<file path="src/rtl/hold_arb_pkg.sv">
package hold_arb_pkg;
  typedef enum logic [2:0] {
    ST_IDLE  = 3'd0,
    ST_DMA   = 3'd1,
    ST_DRAIN = 3'd2,
    ST_RECOV = 3'd3,
    ST_CPU   = 3'd4
  } arb_state_e;

  localparam int unsigned NUM_MASTERS = 2;
  localparam int unsigned OWN_DMA = 0;
  localparam int unsigned OWN_CPU = 1;
endpackage

</file>
<file path="src/rtl/hold_arb_timer.sv">
module hold_arb_timer #(
  parameter int unsigned RECOV_CYC = 2
) (
  input  logic clk_i,
  input  logic rst_ni,
  input  logic load_i,
  output logic expired_o
);
  localparam int unsigned CW = (RECOV_CYC > 1) ? $clog2(RECOV_CYC) : 1;
  localparam logic [CW-1:0] LOAD_VAL = CW'(RECOV_CYC - 1);

  logic [CW-1:0] cnt_q;

  always_ff @(posedge clk_i or negedge rst_ni) begin
    if (!rst_ni)            cnt_q <= '0;
    else if (load_i)        cnt_q <= LOAD_VAL;
    else if (cnt_q != '0)   cnt_q <= cnt_q - 1'b1;
  end

  assign expired_o = (cnt_q == '0);
endmodule

</file>
<file path="src/rtl/hold_arb_fsm.sv">
module hold_arb_fsm
  import hold_arb_pkg::*;
(
  input  logic       clk_i,
  input  logic       rst_ni,
  input  logic       dma_hold_i,
  input  logic       cpu_req_i,
  input  logic       cpu_done_i,
  input  logic       tmr_expired_i,
  output logic       tmr_load_o,
  output arb_state_e state_o
);
  arb_state_e state_q, state_d;
  logic last_cpu_q, last_cpu_d;

  always_comb begin
    state_d    = state_q;
    last_cpu_d = last_cpu_q;
    tmr_load_o = 1'b0;
    unique case (state_q)
      ST_IDLE: begin
        if (cpu_req_i)       state_d = ST_CPU;
        else if (dma_hold_i) state_d = ST_DMA;
      end
      ST_DMA: begin
        // release takes precedence over pre-emption: no drain needed
        if (!dma_hold_i) begin
          state_d = ST_RECOV; tmr_load_o = 1'b1; last_cpu_d = 1'b0;
        end else if (cpu_req_i) begin
          state_d = ST_DRAIN;
        end
      end
      ST_DRAIN: begin
        if (!dma_hold_i) begin
          state_d = ST_RECOV; tmr_load_o = 1'b1; last_cpu_d = 1'b0;
        end
      end
      ST_CPU: begin
        if (cpu_done_i) begin
          state_d = ST_RECOV; tmr_load_o = 1'b1; last_cpu_d = 1'b1;
        end
      end
      ST_RECOV: begin
        if (tmr_expired_i) begin
          // a DMA engine held off by the processor is served first
          if (last_cpu_q && dma_hold_i) state_d = ST_DMA;
          else if (cpu_req_i)           state_d = ST_CPU;
          else if (dma_hold_i)          state_d = ST_DMA;
          else                          state_d = ST_IDLE;
          last_cpu_d = 1'b0;
        end
      end
      default: state_d = ST_IDLE;
    endcase
  end

  always_ff @(posedge clk_i or negedge rst_ni) begin
    if (!rst_ni) begin
      state_q    <= ST_IDLE;
      last_cpu_q <= 1'b0;
    end else begin
      state_q    <= state_d;
      last_cpu_q <= last_cpu_d;
    end
  end

  assign state_o = state_q;
endmodule

</file>
<file path="src/rtl/hold_arb_steer.sv">
module hold_arb_steer
  import hold_arb_pkg::*;
(
  input  arb_state_e             state_i,
  output logic [NUM_MASTERS-1:0] own_o
);
  for (genvar g = 0; g < NUM_MASTERS; g++) begin : g_own
    if (g == OWN_DMA) begin : g_dma
      assign own_o[g] = (state_i == ST_DMA);
    end else begin : g_cpu
      assign own_o[g] = (state_i == ST_CPU);
    end
  end
endmodule

</file>
<file path="src/rtl/hold_arb.sv">
module hold_arb
  import hold_arb_pkg::*;
#(
  parameter int unsigned RECOV_CYC = 2
) (
  input  logic       clk_i,
  input  logic       rst_ni,
  input  logic       dma_hold_i,
  output logic       dma_ack_o,
  input  logic       cpu_req_i,
  input  logic       cpu_done_i,
  output logic       cpu_gnt_o,
  output logic [1:0] buf_oe_o
);
  arb_state_e state;
  logic tmr_load, tmr_expired;
  logic [NUM_MASTERS-1:0] own;

  hold_arb_fsm u_fsm (
    .clk_i         (clk_i),
    .rst_ni        (rst_ni),
    .dma_hold_i    (dma_hold_i),
    .cpu_req_i     (cpu_req_i),
    .cpu_done_i    (cpu_done_i),
    .tmr_expired_i (tmr_expired),
    .tmr_load_o    (tmr_load),
    .state_o       (state)
  );

  hold_arb_timer #(.RECOV_CYC(RECOV_CYC)) u_timer (
    .clk_i     (clk_i),
    .rst_ni    (rst_ni),
    .load_i    (tmr_load),
    .expired_o (tmr_expired)
  );

  hold_arb_steer u_steer (
    .state_i (state),
    .own_o   (own)
  );

  assign dma_ack_o = own[OWN_DMA];
  assign cpu_gnt_o = own[OWN_CPU];
  assign buf_oe_o  = own;
endmodule

</file>
<file path="config.mk">
export PLATFORM = sky130hd
export DESIGN_NAME = hold_arb
export DESIGN_NICKNAME = d
export VERILOG_FILES = /design/src/rtl/hold_arb_pkg.sv /design/src/rtl/hold_arb_timer.sv /design/src/rtl/hold_arb_fsm.sv /design/src/rtl/hold_arb_steer.sv /design/src/rtl/hold_arb.sv
export SDC_FILE = /design/constraint.sdc
export NUM_CORES = 1
export LEC_CHECK = 0
export BUFFER_PORTS_ARGS = -buffer_cell sky130_fd_sc_hd__buf_4
export CORE_AREA = 2 2 39 41
export CTS_CLUSTER_SIZE = 16
export DETAILED_ROUTE_END_ITERATION = 8
export DIE_AREA = 0 0 41 43
export PLACE_DENSITY = 0.62
export SYNTH_ARGS = -nofsm -noshare
export SYNTH_HDL_FRONTEND = slang
export SYNTH_HIERARCHICAL = 1
export SYNTH_SLANG_ARGS = --single-unit
export TNS_END_PERCENT = 10
</file>
<file path="constraint.sdc">
create_clock -name clk_i -period 2 [get_ports clk_i]
set_input_delay 0.3 -clock clk_i [delete_from_list [all_inputs] [get_ports clk_i]]
set_output_delay 0.3 -clock clk_i [all_outputs]
set_load 0.01 [all_outputs]
</file>
Word-level counts from Yosys, hierarchy flattened
Index checks and enable logic that the tools add are counted.
- bits in latches: 0
- output and inout port bits: 4
- RAM bits: 0
- input port bits: 5
- memory bits (read-only): 0
- register bits after elaboration: 5
- memories: 0
- multipliers: 0
- magnitude comparators: 0
- bitwise operators: 0
- add/sub/neg operators: 1
- equality and inequality tests: 10
- reductions and logical operators: 6
- div/mod/pow operators: 0
- shift-type cells: 0
- mux-type cells: 20
- operators with widths (cell ; number):
    $mux W3 ; 9
    $pmux W3 S5 ; 1
    $mux W1 ; 8
    $ne A2 B2 Y1 const B ; 4
    $eq A3 B2 Y1 const B ; 2
    $reduce_and A5 Y1 ; 1
    $reduce_and A4 Y1 ; 1
    $eq A3 B1 Y1 const B ; 1
    $eq A3 B3 Y1 const B ; 1
    $logic_not A3 Y1 ; 1
    $ne A3 B2 Y1 const B ; 1
    $ne A3 B3 Y1 const B ; 1
    $pmux W1 S3 ; 1
    $reduce_bool A3 Y1 ; 1
    $pmux W1 S2 ; 1
    $reduce_or A2 Y1 ; 1
    $logic_and A1 B1 Y1 ; 1
    $sub A1 B1 Y1 const B ; 1

Longest topological paths before layout
- depth in word-level cells: 5
- depth in mapped cells: 5
- gate-level depth less buffers: 5

Modules after synthesis
Netlist, hierarchy kept.
- modules (own cells, without submodules) (module ; seq. area each (µm²) ; area each (µm²) ; cells each ; times used):
    hold_arb_fsm ; 100.1 ; 357.8 ; 43 ; 1
    hold_arb_timer ; 25.0 ; 28.8 ; 2 ; 1
    hold_arb ; 0.0 ; 15.0 ; 2 ; 1
    hold_arb_steer ; 0.0 ; 15.0 ; 2 ; 1

Least setup slack after synthesis
OpenSTA, ideal clock, no wires.
- path type: reg-to-reg
- start point: reg u_fsm.state_q[0] (netlist: u_fsm/state_o[0])
- end point: reg u_fsm.state_q[0] (netlist: u_fsm/state_o[0])
- setup time: 0.079 ns
- data arrival time: 1.466 ns
- cell stages (with the launch flop): 6
- path slack: 0.454 ns
- path through: dfrtp_1 > buf_6 > or4_1 > o32a_1 > o311ai_2 > mux2i_1
- cells in the longest elaborated chain, start to end: 3
- elaborated cells on any way between the ends: 12
- those cells by class: eq/ne: 9; mux: 1; reduce/logical: 2
- RTL lines (item ; line ; RTL):
    start: declaration ; hold_arb_fsm.sv:13 ; arb_state_e state_q, state_d;
    start signal: assignment ; hold_arb_fsm.sv:62 ; state_q <= state_d;
    $eq A3 B1 Y1 (tied with other cells) ; hold_arb_fsm.sv:20 ; unique case (state_q)
    $ne A3 B2 Y1 (no line) (tied with other cells) ; - ;
    $reduce_and A5 Y1 (no line) ; - ;
Parallel ways exist; a longest one is shown, timed or not.
A chain may end at the register's enable or synchronous reset.

Worst setup path after layout
- start point: reg u_fsm.state_q[1] (netlist: u_fsm/state_o[1])
- end point: out dma_ack_o
- cells in the longest elaborated chain, start to end: 1
- RTL lines (item ; line ; RTL):
    $eq A3 B1 Y1 ; hold_arb_steer.sv:9 ; assign own_o[g] = (state_i == ST_DMA);
    end: declaration ; hold_arb.sv:9 ; output logic dma_ack_o,
No other way between the ends.

==> flow_summary.yaml <==
cts:
  htreeDepth: 1
  clock_latency_ps: 240
  cts_setup_buffers: 0
  tritoncts: "built"
  cts.clk_slew.worst_paths_ps: 40
  cts_buffer_depth: 2
  cts-root-buf: "clkbuf_4"
  post_cts_resized: 0
  cts_sinks: 5
  cts_buffers: 3
  ctsHoldBuffers: 1
worst_setup_path:
  crit_required_ps: 1700
  path_common_cell: "buf_4"
  worst-path-stages: 3
  cp_slowest_cell: "dfrtp_1"
  reg2reg_slack_ps: 400
  timing_worst_setup_path_type: "flip-flop to output port"
  max_stage_delay_ps: 420
  reg2reg_depth: 4
  critPathLaunchType: "flip-flop"
  worst-path-max-fanout: 12
  critPathArrivalTime_ps: 1330
  crit_family: "flip-flops"
  endpoint_kind: "output port"
  path_cells: "buf_4, nor3b_1, buf_4"
  crit_buf_inv: 2
synthesis:
  synth_fp_nets: 54
  ys_seq_area_frac: 0.3003
  synth_top_family_by_area: "compound AO/OA/AOI/OAI gates"
  synth_area_leaders: "dfrtp_1 30%, mux2i_1 7.2%, buf_4 5.4%, buf_6 5.4%, nor3b_1 5.4%"
  netlist.area_leader.share: 0.3003
  yosys_warnings: 6
  syn_avg_cell_area_um2: 8.503
  synthMuxAreaShare: 0.07207
  syn_area_um2: 416.7
  synth_compound_area_frac: 0.2342
  synthAdderAreaFrac: 0
  yosysUniqueCellTypes: 23
  synth_cells: 49
  synth_area_leader_cell: "dfrtp_1"
  ys_ff_latch: 5
  synth-xor-area-share: 0.02102
  yosys.area_share.simple: 0.2282
drt:
  routed_wl_um: 908
  wire_per_inst_um: 12.11
  vias_per_cell: 4.947
  ant_nets: 0
  via_count: 371
  drt_first_pass_iters: 3
  drc: 0
  initialDrtViolationCount: 6
sta:
  fmax_mhz: 612.3
  worst_pin_slew_ps: 353.7
  fin_setup_tns_ps: 0
  setup_viol: 0
  rsz0062_at_grt: "false"
  worst_clock_skew_ps: 1.702
  hold_violations: 0
  layout_setup_ws_ps: 366.7
  slew_headroom: 0.7633
  post-route-min-period_ps: 1633
  slew_viol_final: 0
  period_share: 0.8166
placed_design:
  port_buffers: 8
  dp_hpwl_um: 656.3
  place_congestion: 0.7947
  place_worst_setup_slack_ps: 424.5
final_layout:
  multi_input_comb_area_um2: 231.5
  layout.nets: 65
  drive_gt1_frac: 0.2373
  layout.cells.most_common_list: "10 x buf_4, 5 x dfrtp_1, 4 x nor2_1, 4 x inv_1, 4 x a21oi_1"
  regArea_um2: 125.1
  layout_commonest_cell: "buf_4"
  final.fill_count: 142
  diodes: 0
  syn_to_final_growth_pct: 20.72
global_routing:
  grt.overflow.total: 0
  grt_pass1_vias: 351
  grt_pass1_wl_mm: 1.545
  gr-usage-all-layers: 0.1300
  antenna_found_initial: 0
  grt_max_degree: 13
min_path:
  hold_path.class: "input pin to flip-flop"
  hold_depth: 2
pwr:
  p_leak_nw: 0.2110
  comb_power_share: 0.599
  p_clk_frac: 0.152
  p_int_w: 0.0004419
  pwr-share-seq: 0.249
  power.density_nw_per_um2: 1540
  ir_drop_mv: 0.6401
  p_sw_w: 0.0003326
  switching_share: 0.4294
run:
  drv_cap: 0
floorplan:
  die_w_um: 41
  num_rows: 14
  start_util: 0.3011
  core_area_um2: 1384
  die-area_um2: 1763
  ioPinCount: 9
  die_h_um: 43
status:
  status: "finished clean"
-- registers in the layout, indices dropped and copies added (netlist names) --
name	cells
u_fsm/state_o	3
u_fsm/last_cpu_q	1
u_timer/cnt_q	1
-- kinds of logic (layout without fill, tap and decap cells) --
group                     count (synthesis)  in the layout
and+or+nand+nor                          17             17
AOI/OAI and AO/OA                        14             14
buffers and inverters                     9             19
DFF                                       5              5
muxes                                     3              3
xor gates and xnor gates                  1              1
-- power by group through the flow --
stage | sequential [W] | clock [W] | combinational, W
floorplan | 0.000178 | 0 | 0.000400
global placement | 0.000192 | 0 | 0.000461
detailed placement | 0.000193 | 0 | 0.000455
CTS | 0.000192 | 0.000124 | 0.000457
global route | 0.000201 | 0.000135 | 0.000513
finish | 0.000193 | 0.000118 | 0.000464
-- path summary, 6_finish.rpt --
check	startpoint	endpoint
worst max-delay path	u_fsm/state_o[1]$_DFFE_PN0P_	dma_ack_o
worst min-delay path	dma_hold_i	u_timer/cnt_q$_DFF_PN0_
worst max register to register	u_fsm/state_o[0]$_DFFE_PN0P_	u_fsm/state_o[0]$_DFFE_PN0P_
worst min register to register	u_fsm/last_cpu_q$_DFFE_PN0P_	u_fsm/last_cpu_q$_DFFE_PN0P_
max in group asynchronous	rst_ni	u_fsm/last_cpu_q$_DFFE_PN0P_
min in group asynchronous	rst_ni	u_fsm/state_o[2]$_DFFE_PN0P_
-- routing by layer --
layer  track usage  routed length (µm)  part of all wire
met2        0.1750                 395              0.44
met3       0.06283                  44             0.048
met4       0.04000                   0                 0
met1        0.1792                 468              0.52
met5             0                   0                 0
-- per-stage QoR --
stage	util	instance area (µm²)	power (W)	hold slack [ps]	std cells
detailed placement	0.3373	466.7	0.0006477	105.8	70
finish	0.3635	503.0	0.0007745	294.7	75
global placement	0.3373	466.7	0.0006527	106.9	70
CTS	0.3635	503.0	0.0007730	280.7	75
floorplan	-	416.7	0.0005779	4.409	49
global route	0.3635	503.0	0.0008491	289.6	75
-- cell usage after synthesis --
cell type	instances
a21oi_1	4
a31oi_1	1
and2_1	1
buf_4	3
buf_6	2
dfrtp_1	5
inv_1	4
mux2i_1	3
nand2_1	2
nand2b_1	1
nand3_1	2
nand3b_1	1
nor2_1	4
nor2b_1	2
nor3b_1	3
o21ai_0	3
o22ai_1	1
o311ai_2	1
o31a_1	1
o31ai_1	2
o32a_1	1
or4_1	1
xnor2_1	1
-- layout make-up --
| class | count | area share |
|---|---|---|
| sequential | 5 | 0.2488 |
| timing repair buffer | 11 | 0.1692 |
| clock buffer | 4 | 0.05224 |
| tap | 16 | 0.03980 |
| multi-input combinational | 35 | 0.4602 |
| inverter | 4 | 0.02985 |
Power figures use the tool's default switching activity.
